File: config.mk
export PLATFORM = sky130hd
export DESIGN_NAME = bias_toggle_counter
export DESIGN_NICKNAME = d
export VERILOG_FILES = /design/src/rtl/bias_cnt_pkg.sv /design/src/rtl/bias_en_edge.sv /design/src/rtl/bias_cnt_core.sv /design/src/rtl/bias_status_flag.sv /design/src/rtl/bias_toggle_counter.sv
export SDC_FILE = /design/constraint.sdc
export NUM_CORES = 1
export LEC_CHECK = 0
export ABC_AREA = 1
export BUFFER_PORTS_ARGS = -buffer_cell sky130_fd_sc_hd__buf_4
export CORE_UTILIZATION = 55
export DETAILED_ROUTE_END_ITERATION = 7
export PLACE_DENSITY = 0.83
export SLEW_MARGIN = 10
export SYNTH_ARGS = -nofsm -noshare
export SYNTH_HDL_FRONTEND = slang
export SYNTH_SLANG_ARGS = --single-unit
File: constraint.sdc
create_clock -name clk -period 2.4 [get_ports clk]
set_input_delay 0.24 -clock clk [delete_from_list [all_inputs] [get_ports clk]]
set_output_delay 0.24 -clock clk [all_outputs]
set_load 0.1 [all_outputs]
File: src/rtl/bias_cnt_pkg.sv
package bias_cnt_pkg;

    // Action the counter core takes in a given cycle
    typedef enum logic [2:0] {
        CNT_HOLD = 3'd0,
        CNT_LOAD = 3'd1,
        CNT_DEC  = 3'd2,
        CNT_TERM = 3'd3,
        CNT_WRAP = 3'd4
    } cnt_action_e;

endpackage

File: src/rtl/bias_en_edge.sv
module bias_en_edge (
    input  logic clk,
    input  logic rst_n,
    input  logic en_i,
    output logic load_o
);
    typedef struct packed {
        logic en;
    } edge_state_t;

    edge_state_t st_d, st_q;

    always_comb begin
        st_d    = st_q;
        st_d.en = en_i;
    end

    always_ff @(posedge clk) begin
        if (!rst_n) st_q <= '0;
        else        st_q <= st_d;
    end

    assign load_o = en_i && !st_q.en;
endmodule

File: src/rtl/bias_cnt_core.sv
module bias_cnt_core
    import bias_cnt_pkg::*;
#(
    parameter int CNT_W = 8
) (
    input  logic             clk,
    input  logic             rst_n,
    input  logic             load_i,
    input  logic             en_i,
    input  logic             tick_i,
    input  logic             frozen_i,
    input  logic [CNT_W-1:0] limit_i,
    output logic [CNT_W-1:0] count_o,
    output logic             term_o
);
    localparam logic [CNT_W-1:0] ONE = CNT_W'(1);

    typedef struct packed {
        logic [CNT_W-1:0] count;
    } core_state_t;

    core_state_t st_d, st_q;
    cnt_action_e act;
    logic        limit_zero;

    always_comb begin
        limit_zero = (limit_i == '0);
        if (load_i)
            act = CNT_LOAD;
        else if (!en_i || frozen_i || limit_zero || !tick_i)
            act = CNT_HOLD;
        else if (st_q.count == '0)
            act = CNT_WRAP;
        else if (st_q.count == ONE)
            act = CNT_TERM;
        else
            act = CNT_DEC;

        st_d = st_q;
        case (act)
            CNT_LOAD, CNT_TERM, CNT_WRAP: st_d.count = limit_i;
            CNT_DEC:                      st_d.count = st_q.count - ONE;
            default:                      st_d.count = st_q.count;
        endcase
    end

    always_ff @(posedge clk) begin
        if (!rst_n) st_q <= '0;
        else        st_q <= st_d;
    end

    assign count_o = st_q.count;
    assign term_o  = (act == CNT_TERM);
endmodule

File: src/rtl/bias_status_flag.sv
module bias_status_flag (
    input  logic clk,
    input  logic rst_n,
    input  logic set_i,
    input  logic clr_i,
    output logic flag_o
);
    typedef struct packed {
        logic flag;
    } flag_state_t;

    flag_state_t st_d, st_q;

    always_comb begin
        st_d = st_q;
        // setting has priority over a coincident clear
        if (set_i)
            st_d.flag = 1'b1;
        else if (clr_i)
            st_d.flag = 1'b0;
    end

    always_ff @(posedge clk) begin
        if (!rst_n) st_q <= '0;
        else        st_q <= st_d;
    end

    assign flag_o = st_q.flag;
endmodule

File: src/rtl/bias_toggle_counter.sv
module bias_toggle_counter #(
    parameter int CNT_W = 8
) (
    input  logic             clk,
    input  logic             rst_n,
    input  logic             ctrl_en,
    input  logic             bias_tick,
    input  logic [CNT_W-1:0] toggle_limit,
    input  logic             flag_clr,
    output logic             ac_flag,
    output logic [CNT_W-1:0] toggles_left
);
    logic load;
    logic term;

    bias_en_edge u_edge (
        .clk    (clk),
        .rst_n  (rst_n),
        .en_i   (ctrl_en),
        .load_o (load)
    );

    bias_cnt_core #(.CNT_W(CNT_W)) u_core (
        .clk      (clk),
        .rst_n    (rst_n),
        .load_i   (load),
        .en_i     (ctrl_en),
        .tick_i   (bias_tick),
        .frozen_i (ac_flag),
        .limit_i  (toggle_limit),
        .count_o  (toggles_left),
        .term_o   (term)
    );

    bias_status_flag u_flag (
        .clk    (clk),
        .rst_n  (rst_n),
        .set_i  (term),
        .clr_i  (flag_clr),
        .flag_o (ac_flag)
    );
endmodule

==> results.py, run 1 <==
metrics = {
    "outcome": {
        "status": "complete, no violations",
    },
    "clocking": {
        "holdBufCountCts": 0,
        "h-tree-depth": 1,
        "clkSinkCount": 10,
        "clk_pin_slew_ps": 80,
        "clock_latency_ps": 270,
        "clk_path_buf_depth": 2,
        "cts_tree": "done",
        "post-cts-setup-buffers": 0,
        "ctsResizeCount": 0,
        "cts-root-buf": "clkbuf_4",
        "numCtsBuffers": 3,
    },
    "power": {
        "p_comb_frac": 0.447,
        "power_density_mw_per_mm2": 617.4,
        "swShare": 0.4425,
        "leakagePower_nw": 0.5527,
        "peakVddDrop_v": 0.0004395,
        "p_int_uw": 357.4,
        "pwr-share-clk": 0.249,
        "seqPwrFrac": 0.303,
        "power_switching_uw": 283.7,
    },
    "finish": {
        "antennaDiodeCount": 0,
        "layout_commonest_cell": "nand2_1",
        "nets": 175,
        "register_area_um2": 200.2,
        "final_cell_mix": "32 x nand2_1, 25 x inv_1, 21 x buf_4, 20 x nand3_1, 13 x nor2_1",
        "n_fill_cell": 113,
        "multi_input_area_um2": 518.0,
        "syn_to_final_growth_pct": 25.76,
        "postLayoutCoreUtil": 0.7692,
        "layout-drive-gt1-share": 0.2595,
        "layoutNonFillerInstCount": 173,
    },
    "yosys": {
        "synth_xor_area_frac": 0.04242,
        "synth_nets": 149,
        "synth-seq-cells": 10,
        "synth_mux_area_frac": 0,
        "synth_compound_gate_area_share": 0.05000,
        "synth-simple-area-share": 0.4894,
        "synth_top_family_by_area": "simple AND/OR/NAND/NOR gates",
        "yosysWarnings": 0,
        "synthCells": 133,
        "ys_types": 21,
        "synthAdderAreaFrac": 0.04545,
        "avgSynthCellArea_um2": 6.209,
        "yosysSeqAreaShare": 0.2424,
        "syn_area_um2": 825.8,
    },
    "floorplanning": {
        "fp.dieArea_mm2": 0.001661,
        "rows": 13,
        "chipHeight_um": 40.75,
        "initial_core_util": 0.6117,
        "core_area_mm2": 0.001350,
        "fp.dieW_um": 40.75,
        "ios": 22,
    },
    "min_path": {
        "hp-start": "ctrl_en",
        "hold_path.class": "in -> reg",
        "hold-path-cell-count": 3,
        "hold_path_end": "u_edge.st_q",
    },
    "sta": {
        "fin_skew_ps": 6.107,
        "hold_viol": 0,
        "slew_violations": 0,
        "setup_viol": 0,
        "maxSlewHeadroom": 0.8065,
        "fin_crit_ps": 1584,
        "fin_ws_ps": 816.3,
        "holdWs_ps": 153.4,
        "clock.fmax_mhz": 631.4,
        "rsz0062_at_grt": "no",
        "tightest_slew_ps": 289.2,
        "fin_setup_tns_ps": 0,
        "min_period_over_period": 0.6599,
    },
    "route": {
        "drt_wl_total_um": 1928,
        "ant_nets": 0,
        "drc": 0,
        "drt_iter0_drc": 12,
        "dr.pass1.iters": 4,
        "via_count": 890,
        "wl_per_cell_um": 11.14,
        "via_per_inst": 5.145,
    },
    "placed_design": {
        "dp_cells": 169,
        "dp_slack_ps": 840.7,
        "place_congestion": 0.8779,
        "dp_hpwl_um": 1529,
        "port_buffers": 21,
    },
    "global_routing": {
        "grt_max_degree": 10,
        "grt_pass1_vias": 745,
        "track_usage": 0.2738,
        "antenna_found_initial": 0,
        "grt_pass1_wl_um": 2994,
        "grt-ovfl-total": 0,
    },
    "worst_setup_path": {
        "end_kind": "flip-flop",
        "reg2reg_slack_ps": 820,
        "crit_fanout": 8,
        "path_common_cell": "nor2_1",
        "r2r.worst_path.cells": 10,
        "r2r_start": "u_core.count_o[0]",
        "path_class": "reg -> reg",
        "cp_data_required_time_ps": 2560,
        "slowest_stage": "dfxtp_1",
        "arrival_ps": 1740,
        "start_kind": "flip-flop",
        "worstPathCellList": "inv_1 -> ha_1 -> nor2_1 -> nand2_2 -> nor2_2 -> nor2_1 -> nand3_2 -> nand2_1 -> nand3_1 -> a21oi_2",
        "r2r_end": "u_core.count_o[7]",
        "slowest_delay_ps": 350,
    },
    "flow_run": {
        "maxCapViolations": 0,
    },
}
## power groups by stage
| stage | logic, mW | clock network (mW) | registers (mW) |
|---|---|---|---|
| detailed placement | 0.284 | 0 | 0.198 |
| global route | 0.311 | 0.167 | 0.196 |
| finish | 0.287 | 0.160 | 0.195 |
| global placement | 0.282 | 0 | 0.198 |
| CTS | 0.286 | 0.163 | 0.194 |
| floorplan | 0.135 | 0 | 0.283 |
## worst max-delay path: cells and delay by family (launching register included)
| kind | cells | cell delay, ps |
|---|---|---|
| AOI/OAI and AO/OA | 1 | 50 |
| adders and majority gates | 1 | 250 |
| buffers and inverters | 1 | 110 |
| DFF | 1 | 350 |
| and+or+nand+nor | 7 | 690 |
## final cells by class
cell class / count / share of cell area
inverters: 28 / 0.1036
clock buffers: 4 / 0.03494
multi-input cells: 95 / 0.4988
repair buffers: 21 / 0.1518
well taps: 15 / 0.01807
flip-flops and latches: 10 / 0.1928
## metal layers
metal / wire length [µm] / global-route usage / up-vias
met4: 29 / 0.09167 / 0
li1: - / - / 462
met5: 0 / 0 / -
met2: 872 / 0.4683 / 30
met1: 911 / 0.3289 / 394
met3: 114 / 0.07065 / 4
## cells by family after synthesis
family | count (synthesis)
buffers and inverters | 28
adders and majority gates | 3
xor gates and xnor gates | 4
DFF | 10
and+or+nand+nor | 81
AOI/OAI and AO/OA | 7
## flip-flops by register name, summed over array words and instances, names as in the netlist
register / flops
u_core.count_o: 8
u_edge.st_q: 1
u_flag.flag_o: 1
## synthesized netlist by cell type (all sizes together)
master   n  area, µm²
xor2     2      17.52
nor2    21      127.6
nand2   35      143.9
nor3     2      10.01
dfxtp   10      200.2
nand3   21      110.1
o21a     1      7.510
a21oi    6      33.78
inv     28      107.6
xnor2    2      17.52
nand4    2      12.51
ha       3      37.54
## through the flow
stage                     total power, mW  cell area (µm²)
final                              0.6412             1039
after global routing               0.6739             1039
after CTS                          0.6431             1039
after detailed placement           0.4822             1002
after global placement             0.4796             1002
after floorplan                    0.4176            825.8
## how the worst max path moves through the flow
stage	cells after the start	slack, ps	start	endpoint
after floorplan	10	170	u_core.count_o[0]	u_core.count_o[7]
after global placement	10	900	u_core.count_o[0]	u_core.count_o[7]
after detailed placement	10	840	u_core.count_o[0]	u_core.count_o[7]
after CTS	11	820	u_core.count_o[0]	u_core.count_o[5]
after global routing	10	640	u_core.count_o[0]	u_core.count_o[7]
final	10	820	u_core.count_o[0]	u_core.count_o[7]
No activity file was read; power rests on OpenSTA's default activity.
==> run 2: changes to the inputs <==
ABC_AREA = 0   (was 1)
CORE_UTILIZATION = 43   (was 55)
PLACE_DENSITY = 0.72   (was 0.83)
clock period = 1.4 ns   (was 2.4 ns; I/O delays follow)
==> run 2 against run 1 <==
The flow now finishes with violations (setup timing). Synthesized area decreased by 20%. Clock power up 34%. Flip-flop and latch count unchanged. Global-route usage increased by 1.7 points. Setup slack worse by 1500 ps. Synthesized cell count fell by 39%. Sequential share of layout area shrank 0.57 points. Final cell count shrank 14%. First-iteration DRC count grew to 2.7 times the previous value. Final area increased by 15%.
==> results.py, run 2 <==
metrics = {
    "power": {
        "power_density_mw_per_mm2": 1013,
        "leakagePower_nw": 0.5298,
        "peakVddDrop_v": 0.0007902,
    },
    "worst_setup_path": {
        "end_kind": "flip-flop",
        "reg2reg_slack_ps": -730,
        "path_class": "reg -> reg",
        "crit_fanout": 7,
        "r2r.worst_path.cells": 6,
        "r2r_end": "u_core.count_o[0]",
        "r2r_start": "u_core.count_o[3]",
        "arrival_ps": 2270,
        "cp_data_required_time_ps": 1540,
        "start_kind": "flip-flop",
    },
    "sta": {
        "setup_viol": 9,
        "maxSlewHeadroom": 0.7705,
        "rsz0062_at_grt": "yes",
        "fin_setup_tns_ps": -5327,
        "holdWs_ps": 133.9,
        "hold_viol": 0,
        "fin_ws_ps": -726.7,
        "fin_crit_ps": 2127,
        "fin_skew_ps": 3.676,
        "tightest_slew_ps": 342.2,
        "clock.fmax_mhz": 470.2,
        "min_period_over_period": 1.519,
        "slew_violations": 0,
    },
    "outcome": {
        "violations": "setup timing",
        "status": "finished with violations",
    },
    "finish": {
        "multi_input_area_um2": 515.5,
        "final_cell_mix": "47 x buf_4, 8 x nor2_1, 5 x nand2_1, 5 x dfxtp_4",
        "layout-drive-gt1-share": 0.6119,
        "n_fill_cell": 69,
        "antennaDiodeCount": 0,
        "layout_commonest_cell": "buf_4",
        "postLayoutCoreUtil": 0.8764,
        "register_area_um2": 224.0,
        "nets": 151,
        "final_area_mm2": 0.001197,
        "largest_reg_flops": 8,
        "syn_to_final_growth_pct": 80.23,
    },
    "clocking": {
        "holdBufCountCts": 0,
        "clock_latency_ps": 260,
        "cts-root-buf": "clkbuf_4",
        "h-tree-depth": 1,
        "clkSinkCount": 10,
        "numCtsBuffers": 3,
        "cts_tree": "done",
        "clk_pin_slew_ps": 80,
        "clk_path_buf_depth": 2,
    },
    "placed_design": {
        "dp_hpwl_um": 1685,
        "place_congestion": 0.8637,
        "port_buffers": 21,
        "placed_area_mm2": 0.001069,
    },
    "yosys": {
        "synth_edf_count": 0,
        "synth_nets": 97,
        "synth_area_leaders": "dfxtp_1 30%, ha_1 5.6%, nor4_1 4.7%",
        "yosysSeqAreaShare": 0.3013,
        "synth_ff_type": "dfxtp_1",
        "ys_types": 31,
        "yosysTopAreaCell": "dfxtp_1",
        "synth_most_common_cell": "dfxtp_1",
        "synthCells": 81,
        "synth-seq-cells": 10,
        "syn_area_um2": 664.4,
        "yosysWarnings": 0,
        "avgSynthCellArea_um2": 8.202,
        "synthTopCellsByCount": "10 x dfxtp_1, 8 x nor2_1, 6 x o21ai_0",
        "yosysTopAreaCellShare": 0.3013,
        "async_flop_share": 0,
    },
    "route": {
        "wl_per_cell_um": 17.26,
        "drt_wl_total_um": 2571,
        "dr.pass1.iters": 4,
        "via_per_inst": 6.060,
        "route.met2.wl_um": 1191,
        "ant_nets": 0,
        "dr_wl_met3_um": 182,
        "drc": 0,
        "via_count": 903,
        "top_layer_used": "met4",
        "wl_met1_um": 1073,
        "drt_iter0_drc": 32,
    },
    "floorplanning": {
        "fp.dieW_um": 41.31,
        "rows": 13,
        "initial_core_util": 0.4863,
        "ios": 22,
        "fp.dieArea_mm2": 0.001706,
        "chipHeight_um": 41.31,
        "core_area_mm2": 0.001366,
    },
    "min_path": {
        "hold_path_end": "u_core.count_o[3]",
        "hold_path.class": "in -> reg",
        "hold-path-cell-count": 2,
        "hp-start": "rst_n",
    },
    "global_routing": {
        "antenna_found_initial": 0,
        "track_usage": 0.2913,
        "grt-ovfl-total": 0,
        "grt_pass1_vias": 744,
        "grt_pass1_wl_um": 3194,
        "grt_max_degree": 9,
    },
    "flow_run": {
        "maxCapViolations": 0,
    },
}
[run 2: changes by cell type after synthesis, moves of 3 or more]
cell,before,now
nor2_1,13,8
nand2_1,32,5
mux2i_1,0,3
nand3_1,20,2
nor2_2,4,0
nor4_1,0,5
o21ai_0,0,6
nor2_4,3,0
inv_1,25,4
[run 2: worst max path at each step]
stage / start / endpoint / cells after the start / slack [ps]
2_1_floorplan: u_core.count_o[3] / u_core.count_o[5] / 5 / -720
3_3_place_gp: u_core.count_o[3] / u_core.count_o[7] / 5 / -590
3_5_place_dp: u_core.count_o[3] / u_core.count_o[7] / 5 / -680
4_1_cts: u_core.count_o[3] / u_core.count_o[7] / 5 / -690
5_1_grt: u_core.count_o[3] / u_core.count_o[7] / 5 / -730
6_report: u_core.count_o[3] / u_core.count_o[0] / 6 / -730
[run 2: kinds of logic after synthesis]
logic type,synth area share
compound gates,0.2392
fa+ha+maj,0.05650
buf+inv,0.03954
flops,0.3013
mux,0.04520
simple gates,0.3183
[run 2: power breakdown]
part	total, mW	internal (mW)	switching (mW)	leakage, nW
clock	0.215	0.103	0.112	0.0154
combinational	0.663	0.261	0.401	0.427
sequential	0.335	0.313	0.0226	0.0873
[run 2: through the flow]
| stage | setup WS [ps] | cells | power, mW |
|---|---|---|---|
| 5_1_grt | -731.8 | 149 | 1.256 |
| 4_1_cts | -694.5 | 148 | 1.156 |
| 6_report | -726.7 | 149 | 1.213 |
| 3_5_place_dp | -683.0 | 142 | 0.9017 |
| 3_3_place_gp | -591.3 | 142 | 0.8945 |
| 2_1_floorplan | -717.4 | 81 | 0.6834 |
[run 2: worst max-delay path, stage by stage (launching register included)]
cell	delay (ps)
dfxtp_4	350
or4_4	530
or4_4	460
nand3_4	180
buf_6	120
a211oi_1	60
a311oi_1	300
[run 2: layout make-up]
cell class / count / share of cell area
Multi-Input combinational cell: 65 / 0.4305
Tap cell: 15 / 0.01567
Timing Repair Buffer: 51 / 0.3323
Inverter: 4 / 0.01254
Sequential cell: 10 / 0.1870
Clock buffer: 3 / 0.01881
Clock inverter: 1 / 0.003135
[run 2: timing repair]
action,CTS,global route
setup endpoints to repair,9,9
resized for setup,9,11
buffers inserted,2,1
pin swaps,6,6
[run 2: layer usage]
layer  GRT usage  vias up
met5           0        -
met4      0.1210        0
met3     0.06383       18
met2      0.5156       57
met1      0.3344      416
li1            -      412
